## src/rtl/pfm_pkg.sv

```systemverilog
package pfm_pkg;

    typedef enum logic [2:0] {
        ST_NORMAL   = 3'd0,
        ST_FREEZE   = 3'd1,
        ST_SHUTDOWN = 3'd2,
        ST_UVLO     = 3'd3,
        ST_SOFT     = 3'd4,
        ST_LATCH    = 3'd5
    } pfm_state_e;

    typedef struct packed {
        logic fault_pd;
        logic sync_pd;
        logic hard_shdn;
        logic freeze;
    } pfm_drive_t;

    localparam int unsigned PFM_SYNC_STAGES = 2;

endpackage

```

## src/rtl/pfm_line_sync.sv

```systemverilog
module pfm_line_sync #(
    parameter int unsigned STAGES = 2
) (
    input  logic clk,
    input  logic rst_n,
    input  logic line_raw,
    output logic line_hi
);

    localparam int unsigned LAST = STAGES - 1;

    logic [STAGES-1:0] chain_q;

    generate
        if (STAGES == 1) begin : g_single
            always_ff @(posedge clk or negedge rst_n) begin
                if (!rst_n) chain_q <= '1;
                else        chain_q <= line_raw;
            end
        end else begin : g_multi
            always_ff @(posedge clk or negedge rst_n) begin
                if (!rst_n) chain_q <= '1;
                else        chain_q <= {chain_q[STAGES-2:0], line_raw};
            end
        end
    endgenerate

    assign line_hi = chain_q[LAST];

endmodule

```

## src/rtl/pfm_fault_fsm.sv

```systemverilog
module pfm_fault_fsm
    import pfm_pkg::*;
(
    input  logic       clk,
    input  logic       rst_n,
    input  logic       desat_any,
    input  logic       ssd_any,
    input  logic       uv_vcc,
    input  logic       flt_clr,
    input  logic       fault_line_hi,
    input  logic       sync_line_hi,
    output pfm_state_e state,
    output pfm_drive_t drv
);

    pfm_state_e st_q, st_d;
    logic       soft_req;
    logic       clr_ok;

    assign soft_req = desat_any | ssd_any;
    assign clr_ok   = flt_clr & sync_line_hi;

    function automatic pfm_state_e open_pick(
        input logic sreq, input logic uv,
        input logic f_hi, input logic s_hi
    );
        if (sreq)       return ST_SOFT;
        else if (uv)    return ST_UVLO;
        else if (!f_hi) return ST_SHUTDOWN;
        else if (!s_hi) return ST_FREEZE;
        else            return ST_NORMAL;
    endfunction

    always_comb begin
        st_d = st_q;
        unique case (st_q)
            ST_NORMAL:   st_d = open_pick(soft_req, uv_vcc, fault_line_hi, sync_line_hi);
            ST_FREEZE:   st_d = open_pick(soft_req, uv_vcc, fault_line_hi, sync_line_hi);
            ST_SHUTDOWN: st_d = open_pick(soft_req, uv_vcc, fault_line_hi, sync_line_hi);
            ST_UVLO:     st_d = open_pick(soft_req, uv_vcc, fault_line_hi, sync_line_hi);
            ST_SOFT:     if (!soft_req) st_d = ST_LATCH;
            ST_LATCH:    if (clr_ok)    st_d = ST_SHUTDOWN;
            default:     st_d = ST_LATCH;
        endcase
    end

    always_ff @(posedge clk or negedge rst_n) begin
        if (!rst_n) st_q <= ST_NORMAL;
        else        st_q <= st_d;
    end

    always_comb begin
        drv = '0;
        unique case (st_q)
            ST_NORMAL:   drv = '0;
            ST_FREEZE:   drv.freeze = 1'b1;
            ST_SHUTDOWN: drv.hard_shdn = 1'b1;
            ST_UVLO: begin
                drv.fault_pd  = 1'b1;
                drv.hard_shdn = 1'b1;
            end
            ST_SOFT: begin
                drv.sync_pd = 1'b1;
                drv.freeze  = 1'b1;
            end
            ST_LATCH: begin
                drv.fault_pd  = 1'b1;
                drv.hard_shdn = 1'b1;
            end
            default: begin
                drv.fault_pd  = 1'b1;
                drv.hard_shdn = 1'b1;
            end
        endcase
    end

    assign state = st_q;


    soft_mask_chk: assert property (@(posedge clk) disable iff (!rst_n)
        (st_q == ST_SOFT && ssd_any) |=> (st_q == ST_SOFT));


    latch_hold_chk: assert property (@(posedge clk) disable iff (!rst_n)
        (st_q == ST_LATCH && !flt_clr) |=> (st_q == ST_LATCH));


    clr_blocked_chk: assert property (@(posedge clk) disable iff (!rst_n)
        (st_q == ST_LATCH && !sync_line_hi) |=> drv.fault_pd);


    freeze_excl_chk: assert property (@(posedge clk) disable iff (!rst_n)
        !(drv.freeze && drv.hard_shdn));

endmodule

```

## src/rtl/pfm_hs_gate.sv

```systemverilog
module pfm_hs_gate (
    input  logic clk,
    input  logic rst_n,
    input  logic uv_vbs,
    input  logic hin,
    output logic hs_off
);

    logic hin_q;
    logic lock_q;
    logic hin_rise;

    assign hin_rise = hin & ~hin_q;

    always_ff @(posedge clk or negedge rst_n) begin
        if (!rst_n) begin
            hin_q  <= 1'b0;
            lock_q <= 1'b0;
        end else begin
            hin_q <= hin;
            if (uv_vbs)                lock_q <= 1'b1;
            else if (lock_q && hin_rise) lock_q <= 1'b0;
        end
    end

    assign hs_off = lock_q;


    vbs_lock_chk: assert property (@(posedge clk) disable iff (!rst_n)
        uv_vbs |=> hs_off);


    vbs_rearm_chk: assert property (@(posedge clk) disable iff (!rst_n)
        $fell(hs_off) |-> ($past(hin) && !$past(uv_vbs)));

endmodule

```

## src/rtl/phase_fault_mgr.sv

```systemverilog
module phase_fault_mgr
    import pfm_pkg::*;
#(
    parameter int unsigned SYNC_STAGES = PFM_SYNC_STAGES
) (
    input  logic clk,
    input  logic rst_n,
    input  logic desat_hi_req,
    input  logic desat_lo_req,
    input  logic ssd_hi_act,
    input  logic ssd_lo_act,
    input  logic uv_vcc,
    input  logic uv_vbs,
    input  logic flt_clr,
    input  logic hin,
    input  logic fault_line_in,
    input  logic sync_line_in,
    output logic fault_line_pd,
    output logic sync_line_pd,
    output logic hard_shdn,
    output logic freeze,
    output logic hs_off
);

    logic       fault_hi;
    logic       sync_hi;
    logic       desat_any;
    logic       ssd_any;
    pfm_state_e state;
    pfm_drive_t drv;

    assign desat_any = desat_hi_req | desat_lo_req;
    assign ssd_any   = ssd_hi_act | ssd_lo_act;

    pfm_line_sync #(.STAGES(SYNC_STAGES)) u_fault_sync (
        .clk      (clk),
        .rst_n    (rst_n),
        .line_raw (fault_line_in),
        .line_hi  (fault_hi)
    );

    pfm_line_sync #(.STAGES(SYNC_STAGES)) u_sync_sync (
        .clk      (clk),
        .rst_n    (rst_n),
        .line_raw (sync_line_in),
        .line_hi  (sync_hi)
    );

    pfm_fault_fsm u_fsm (
        .clk           (clk),
        .rst_n         (rst_n),
        .desat_any     (desat_any),
        .ssd_any       (ssd_any),
        .uv_vcc        (uv_vcc),
        .flt_clr       (flt_clr),
        .fault_line_hi (fault_hi),
        .sync_line_hi  (sync_hi),
        .state         (state),
        .drv           (drv)
    );

    pfm_hs_gate u_hs_gate (
        .clk    (clk),
        .rst_n  (rst_n),
        .uv_vbs (uv_vbs),
        .hin    (hin),
        .hs_off (hs_off)
    );

    assign fault_line_pd = drv.fault_pd;
    assign sync_line_pd  = drv.sync_pd;
    assign hard_shdn     = drv.hard_shdn;
    assign freeze        = drv.freeze;


    uv_diag_chk: assert property (@(posedge clk) disable iff (!rst_n)
        (uv_vcc && !desat_any && !ssd_any && state != ST_SOFT) |=> fault_line_pd);


    soft_entry_chk: assert property (@(posedge clk) disable iff (!rst_n)
        (ssd_any && state != ST_LATCH) |=> sync_line_pd);

endmodule

```

## config.mk

```make
export PLATFORM = sky130hd
export DESIGN_NAME = phase_fault_mgr
export DESIGN_NICKNAME = d
export VERILOG_FILES = /design/src/rtl/pfm_pkg.sv /design/src/rtl/pfm_line_sync.sv /design/src/rtl/pfm_fault_fsm.sv /design/src/rtl/pfm_hs_gate.sv /design/src/rtl/phase_fault_mgr.sv
export SDC_FILE = /design/constraint.sdc
export NUM_CORES = 1
export LEC_CHECK = 0
export ABC_CLOCK_PERIOD_IN_PS = 1500
export BUFFER_PORTS_ARGS = -buffer_cell sky130_fd_sc_hd__buf_2
export CAP_MARGIN = 0
export CORE_AREA = 4 4 41 43
export CTS_CLUSTER_DIAMETER = 40
export DETAILED_ROUTE_END_ITERATION = 8
export DIE_AREA = 0 0 45 47
export PLACE_DENSITY = 0.6
export SETUP_SLACK_MARGIN = 0.1
export SLEW_MARGIN = 20
export SYNTH_ARGS = -nofsm -noshare
export SYNTH_HDL_FRONTEND = slang
export SYNTH_SLANG_ARGS = --single-unit
```

## constraint.sdc

```tcl
create_clock -name clk -period 1.5 [get_ports clk]
set_clock_uncertainty 0.1 [all_clocks]
set_input_delay 0.225 -clock clk [delete_from_list [all_inputs] [get_ports clk]]
set_output_delay 0.225 -clock clk [all_outputs]
set_load 0.02 [all_outputs]
```

==> summary.md, run 1 <==
| Metric | Value |
|---|---|
| Via count of the first global-routing pass | `274` |
| Post-synth cell types | `15` |
| Least-Margin Pin Slew | `~250 ps` |
| Post-synthesis instance area | `364 µm²` |
| Final net count | `67` |
| Number of sinks handled by clock tree synthesis | `9` |
| Cell types with the largest area share after synthesis | `sky130_fd_sc_hd__dfrtp_1, sky130_fd_sc_hd__dfstp_2, sky130_fd_sc_hd__nor4_4` |
| Drt total wl | `694 µm` |
| Starting density of the core | `0.280` |
| Power density of the placed cells | `1560 nW/µm²` |
| Cell family with most CP delay | `flip-flops` |
| Number of buffers inserted by port buffering | `16` |
| Clock share of power | `0.213` |
| Int Pwr | `0.000570 W` |
| List of cells traversed by the critical path | `a21o_1 > o21a_1 > buf_6` |
| Starting DRT DRC Count | `4` |
| Startpoint Class | `register` |
| Most used cells in the layout excluding fill and tap cells | `sky130_fd_sc_hd__buf_2, sky130_fd_sc_hd__dlygate4sd3_1, sky130_fd_sc_hd__buf_4, sky130_fd_sc_hd__dfstp_2, sky130_fd_sc_hd__dfrtp_1` |
| Endpoint with the worst hold slack | `u_hs_gate.hs_off` |
| Maximum root-to-sink buffer count | `2` |
| Flop and latch count out of synthesis | `9` |
| Clock transition at the registers of the reported paths | `60 ps` |
| Setup WS post-layout | `67.7 ps` |
| Final slew viol count | `0` |
| Master cell of the clock root buffer | `sky130_fd_sc_hd__clkbuf_4` |
| Worst reg2reg path startpoint | `u_fsm.state[2]` |
| Skew-Pair Late Insertion Delay | `between 200 and 300 ps` |
| Chip Height | `around 47 µm` |
| FILL cells | `129` |
| Top-level I/O count | `17` |
| Number of instances on the worst hold path | `2` |
| Number of inserted diodes | `0` |
| LEAKAGE | `0.264 nW` |
| Area of the die | `2120 µm²` |
| Clock tree from TritonCTS | `done` |
| Depth of the worst register-to-register path | `3` |
| Setup slack of the worst register-to-register path | `380 ps` |
| Critical Path Sink Type | `output pin` |
| Warnings from Yosys | `0` |
| Routability-driven placement congestion ratio | `roughly 0.7` |
| Mean post-synth cell area | `13.0 µm²` |
| Aggregate global routing overflow | `0` |
| Yosys top cell by area | `sky130_fd_sc_hd__dfrtp_1` |
| Pre-CTS setup slack | `approximately 300 ps` |
| Worst slew margin relative to its limit | `0.832` |
| Setup repair after global routing missed its margin | `true` |
| Switching Power | `roughly 0.00030 W` |
| Inserted Clock Buffers | `3` |
| Worst hold-check path type | `in2reg` |
| Max Freq | `between 600 and 700 MHz` |
| Overall power of the completed layout | `0.000868 W` |
| Area overhead of the layout relative to synthesis | `52.9%` |
| Post-route setup TNS | `0 ps` |
| Combinational cell fraction of total power | `0.434` |
| Die span in x | `45 µm` |
| Start point of the worst hold path | `uv_vbs` |
| Arrival time of data at the critical path endpoint | `1110 ps` |
| Setup violations, final | `0` |
| Largest net degree at the start of global routing | `10` |
| Final core utilization | `0.428` |
| Worst setup path category | `reg2out` |
| WP depth | `3` |
| Number of nets in the synthesized netlist | `40` |
| Sequential share of the synthesized area | `0.632` |
| DR vias/cell | `4.26` |
| Core region area | `~1300 µm²` |
| Global-route wire length before repair | `~1100 µm` |
| Site row count | `13` |
| Number of H-tree levels | `1` |
| Ratio of final minimum period to clock period | `0.955` |
| Remaining DRCs | `0` |
| Number of standard cells after synthesis | `28` |
| Max Cap Viol | `0` |
| Critical path peak fanout | `5` |
| Hold Fails Final Rpt | `0` |
| Final cell area excluding filler cells | `557 µm²` |
| Share of the synthesized area in the top cell type | `0.344` |
| Routed wirelength normalized by instance count | `10.1 µm` |
| Vias after detailed routing | `294` |
| Switching Share | `0.343` |
| Result of the run | `completed` |
| Data required time at the worst endpoint | `approximately 1200 ps` |
| Biggest cell delay along the critical path | `between 400 and 500 ps` |
| Capture instance of the worst register-to-register path | `u_fsm.state[0]` |
| Number of nets with antenna violations after routing | `0` |
| Area of placed instances | `463 µm²` |
| Detailed-routing iteration count for the pre-antenna-repair pass | `3` |
| Min cycle time layout | `1430 ps` |
| Share of power burned in registers | `0.354` |
| Share of cells above drive strength 1 | `0.537` |
| Initial antenna violation count | `0` |
| Slowest cell on the critical path | `sky130_fd_sc_hd__dfrtp_2` |
| Sum of buffers and inverters on the critical path | `1` |
| Most common library cell in the layout ignoring fill and taps | `sky130_fd_sc_hd__buf_2` |
| Worst-case vdd ir drop | `between 0.6 and 0.7 mV` |
| Combined global-route utilization of all metal layers | `0.0839` |
-- logic make-up after synthesis --
logic type / synth area share
simple gates: 0.189
flops: 0.632
compound gates: 0.144
xor+xnor: 0.0241
buf+inv: 0.0103
-- through the flow --
| step | hold WS, ps | cells |
|---|---|---|
| floorplan | -171 | 28 |
| global placement | -17.3 | 59 |
| detailed placement | -19.0 | 59 |
| CTS | 47.7 | 69 |
| global route | 36.8 | 69 |
| finish | 47.0 | 69 |
-- registers in the layout, summed over array words and instances (netlist names) --
register and flops:
u_hs_gate.hin_q 1, u_fsm.state 3, u_hs_gate.hs_off 1, u_sync_sync.chain_q 2, u_fault_sync.chain_q 2
-- power groups by stage --
stage	clock network, W	registers (W)	logic, W
final	0.000184	0.000307	0.000376
after global routing	0.000212	0.000312	0.000403
after CTS	0.000192	0.000307	0.000380
after detailed placement	0	0.000317	0.000295
after global placement	0	0.000317	0.000291
after floorplan	0	0.000313	0.000198
-- worst register-to-register path, stage by stage (launching register included) --
cell	delay [ps]
sky130_fd_sc_hd__dfrtp_2	440
sky130_fd_sc_hd__buf_4	150
sky130_fd_sc_hd__o32ai_1	260
sky130_fd_sc_hd__nor2_1	60
-- per-layer routing --
layer | vias to the layer above | share of wire | GRT usage
li1 | 147 | - | -
met5 | - | 0 | 0
met4 | 0 | 0.014 | 0.0702
met3 | 2 | 0.10 | 0.0575
met1 | 131 | 0.37 | 0.0753
met2 | 14 | 0.51 | 0.130
-- synthesized netlist by cell type, drive strengths merged --
library cell	number
dfrtp	5
dfstp	4
nor2	4
nand2b	3
a21o	2
o21a	2
a21oi	1
a31o	1
inv	1
nand3	1
nor2b	1
nor4	1
o32ai	1
xnor2	1
-- final cells by class --
cell class              instances  area, µm²  area share
repair buffers                 22        146       0.263
inverters                       1       3.75     0.00674
clock buffers                   4       26.3      0.0472
multi-input cells              18        130       0.234
well taps                      15       18.8      0.0337
flip-flops and latches          9        231       0.416
-- repair_timing --
item / CTS / global route
pin swaps: 1 / 0
endpoints found under the setup margin: 4 / 4
setup buffers: 2 / 0
hold endpoints to repair: 12 / 0
gates resized for setup: 5 / 0
hold buffers: 4 / 0
-- worst max path at each step --
stage	to	slack [ps]	startpoint
6_report	fault_line_pd	70	u_fsm.state[2]
5_1_grt	fault_line_pd	8	u_fsm.state[0]
4_1_cts	fault_line_pd	60	u_fsm.state[0]
3_5_place_dp	fault_line_pd	300	u_fsm.state[2]
3_3_place_gp	fault_line_pd	300	u_fsm.state[2]
2_1_floorplan	fault_line_pd	250	u_fsm.state[2]
Note: power is estimated with default switching activity, not from simulation.
==> inputs of run 2 (changes only) <==
--- a/config.mk
+++ b/config.mk
@@ -12,7 +12,7 @@
 export CTS_CLUSTER_DIAMETER = 40
 export DETAILED_ROUTE_END_ITERATION = 8
 export DIE_AREA = 0 0 45 47
-export PLACE_DENSITY = 0.6
+export PLACE_DENSITY = 0.52
 export SETUP_SLACK_MARGIN = 0.1
 export SLEW_MARGIN = 20
 export SYNTH_ARGS = -nofsm -noshare
==> run 2 against run 1 <==
  * Combinational power hardly changed
  * Die area is the same
  * Critical endpoint unchanged
  * Worst setup slack about the same
  * Global-route usage fell by 0.41 points
  * Clock power is 5% lower
  * Register-to-register slack is essentially flat
  * Utilization up 0.096 points
  * Sequential cell count stayed put
  * Non-clock buffer count did not move
==> summary.md, run 2 (synthesis results as in run 1) <==
| Metric | Value |
|---|---|
| Result of the run | `completed` |
| Die span in x | `45 µm (unchanged)` |
| Number of sinks handled by clock tree synthesis | `9 (unchanged)` |
| Worst-case vdd ir drop | `0.712 mV (+13%)` |
| Most used cells in the layout excluding fill and tap cells | `sky130_fd_sc_hd__buf_2, sky130_fd_sc_hd__dlygate4sd3_1, sky130_fd_sc_hd__buf_4, sky130_fd_sc_hd__dfstp_2` |
| DP Wirelength | `around 500 µm` |
| Share of cells above drive strength 1 | `0.556 (+0.0185)` |
| Combined global-route utilization of all metal layers | `0.0799 (-0.00406)` |
| Routability-driven placement congestion ratio | `0.677 (-5.9%)` |
| Drt total wl | `664 µm (-4.3%)` |
| Remaining DRCs | `0 (unchanged)` |
| Switching Power | `0.000290 W (-2.6%)` |
| Number of buffers inserted by port buffering | `16 (unchanged)` |
| Min cycle time layout | `1430 ps (+0.495 ps)` |
| Setup WS post-layout | `67.2 ps (-0.495 ps)` |
| Global-route wire length before repair | `1120 µm (-0.62%)` |
| Number of H-tree levels | `1 (unchanged)` |
| Starting density of the core | `0.280 (unchanged)` |
| Post-route setup TNS | `0 ps (unchanged)` |
| Worst setup path category | `reg2out` |
| Master cell of the clock root buffer | `sky130_fd_sc_hd__clkbuf_4` |
| Max Freq | `698 MHz (about the same)` |
| Detailed-routing iteration count for the pre-antenna-repair pass | `1 (-2)` |
| Share of power burned in registers | `0.361 (+0.007)` |
| Max FFs per register | `3 (unchanged)` |
| DR vias/cell | `4.10 (-3.7%)` |
| Clock share of power | `0.203 (-0.010)` |
| Routed wirelength normalized by instance count | `9.62 µm (-4.3%)` |
| Setup slack of the worst register-to-register path | `370 ps (about the same)` |
| Clock tree from TritonCTS | `done` |
| Skew-Pair Late Insertion Delay | `250 ps (about the same)` |
| Vias after detailed routing | `283 (-3.7%)` |
| Least-Margin Pin Slew | `265 ps (+15.7 ps)` |
| Pre-CTS setup slack | `297 ps (+0.0230 ps)` |
| Arrival time of data at the critical path endpoint | `1110 ps (about the same)` |
| Combinational cell fraction of total power | `0.436 (+0.002)` |
| Critical Path Sink Type | `output pin` |
| Worst hold-check path type | `in2reg` |
| Start point of the worst hold path | `uv_vbs` |
| Final slew viol count | `0 (unchanged)` |
| Maximum root-to-sink buffer count | `2 (unchanged)` |
| Final net count | `67 (unchanged)` |
| Int Pwr | `0.000572 W (+0.41%)` |
| Max Cap Viol | `0 (unchanged)` |
| Ratio of final minimum period to clock period | `0.955 (about the same)` |
| FF+latch area | `233 µm² (+0.54%)` |
| Hold Fails Final Rpt | `0 (unchanged)` |
| Critical path peak fanout | `4 (-1)` |
| Area of the die | `2120 µm² (unchanged)` |
| Chip Height | `47 µm (unchanged)` |
| Endpoint with the worst hold slack | `u_hs_gate.hs_off` |
| Worst reg2reg path startpoint | `u_fsm.state[0]` |
| Starting DRT DRC Count | `0 (-4)` |
| Depth of the worst register-to-register path | `4 (+1)` |
| Number of instances on the worst hold path | `2 (unchanged)` |
| Power density of the placed cells | `1550 nW/µm² (-0.84%)` |
| Inserted Clock Buffers | `3 (unchanged)` |
| Initial antenna violation count | `0 (unchanged)` |
| Aggregate global routing overflow | `0 (unchanged)` |
| Setup violations, final | `0 (unchanged)` |
| Via count of the first global-routing pass | `280 (+2.2%)` |
| FILL cells | `141 (+9.3%)` |
| Setup repair after global routing missed its margin | `true` |
| LEAKAGE | `0.263 nW (-0.43%)` |
| Data required time at the worst endpoint | `1170 ps (about the same)` |
| Number of nets with antenna violations after routing | `0 (unchanged)` |
| Worst slew margin relative to its limit | `0.822 (-0.0106)` |
| Most common library cell in the layout ignoring fill and taps | `sky130_fd_sc_hd__buf_2` |
| Clock transition at the registers of the reported paths | `60 ps (about the same)` |
| Largest net degree at the start of global routing | `10 (unchanged)` |
| Top-level I/O count | `17 (unchanged)` |
| Startpoint Class | `register` |
| Number of inserted diodes | `0 (unchanged)` |
| Switching Share | `0.336 (-0.00678)` |
| Site row count | `13 (unchanged)` |
| Area overhead of the layout relative to synthesis | `53.3%` |
| Multi-input gate area in the final layout | `130 µm² (unchanged)` |
| Core region area | `1300 µm² (unchanged)` |
| Capture instance of the worst register-to-register path | `u_fsm.state[0]` |
[run 2: cell counts in the layout (fill, tap and decap cells not counted)]
Identical to the previous run, type by type.
[run 2: final cells by class]
cell class                 instances  area share
sequential                         9       0.417
timing repair buffer              22       0.262
multi-input combinational         18       0.233
clock buffer                       4      0.0471
tap                               15      0.0336
inverter                           1     0.00673
[run 2: per-layer routing]
| layer | track usage | part of all wire | vias up | routed length (µm) |
|---|---|---|---|---|
| met5 | 0 | 0 | - | 0 |
| met4 | 0.0526 | 0 | 0 | 0 |
| met3 | 0.0460 | 0.078 | 0 | 52 |
| met2 | 0.119 | 0.53 | 11 | 349 |
| met1 | 0.0869 | 0.39 | 124 | 262 |
| li1 | - | - | 148 | - |
[run 2: worst max-delay path, cell delays in order, from the launching register on]
cell	delay (ps)
sky130_fd_sc_hd__dfrtp_2	430
sky130_fd_sc_hd__a21o_1	200
sky130_fd_sc_hd__o21a_1	110
sky130_fd_sc_hd__buf_6	130
[run 2: repair_timing]
| action | CTS | global route |
|---|---|---|
| endpoints found under the setup margin | 3 | 4 |
| gates resized for setup | 5 | 1 |
| endpoints found under the hold margin | 12 | 0 |
| setup buffers | 2 | 0 |
| pin swaps | 1 | 0 |
| hold buffers | 4 | 0 |
[run 2: metrics by stage]
| step | cell area, µm² | power [W] | hold WS [ps] | instances | utilization |
|---|---|---|---|---|---|
| 3_3_place_gp | 463 | 0.000610 | -13.9 | 59 | 0.356 |
| 6_report | 558 | 0.000862 | 50.8 | 69 | 0.429 |
| 3_5_place_dp | 463 | 0.000612 | -18.8 | 59 | 0.356 |
| 4_1_cts | 556 | 0.000866 | 40.3 | 69 | 0.427 |
| 5_1_grt | 558 | 0.000932 | 39.8 | 69 | 0.429 |
| 2_1_floorplan | 364 | 0.000511 | -171 | 28 | - |
[run 2: power by group through the flow]
| stage | logic (W) | clock network, W | registers (W) |
|---|---|---|---|
| 2_1_floorplan | 0.000198 | 0 | 0.000313 |
| 3_3_place_gp | 0.000293 | 0 | 0.000316 |
| 3_5_place_dp | 0.000294 | 0 | 0.000318 |
| 4_1_cts | 0.000368 | 0.000187 | 0.000312 |
| 5_1_grt | 0.000411 | 0.000202 | 0.000319 |
| 6_report | 0.000376 | 0.000175 | 0.000312 |
[run 2: worst max-delay path by stage]
stage / startpoint / end / slack, ps / cells past startpoint
6_report: u_fsm.state[0] / fault_line_pd / 70 / 3
5_1_grt: u_fsm.state[0] / fault_line_pd / -7 / 3
4_1_cts: u_fsm.state[0] / fault_line_pd / 60 / 3
3_5_place_dp: u_fsm.state[2] / fault_line_pd / 300 / 3
3_3_place_gp: u_fsm.state[2] / fault_line_pd / 310 / 3
2_1_floorplan: u_fsm.state[2] / fault_line_pd / 250 / 2
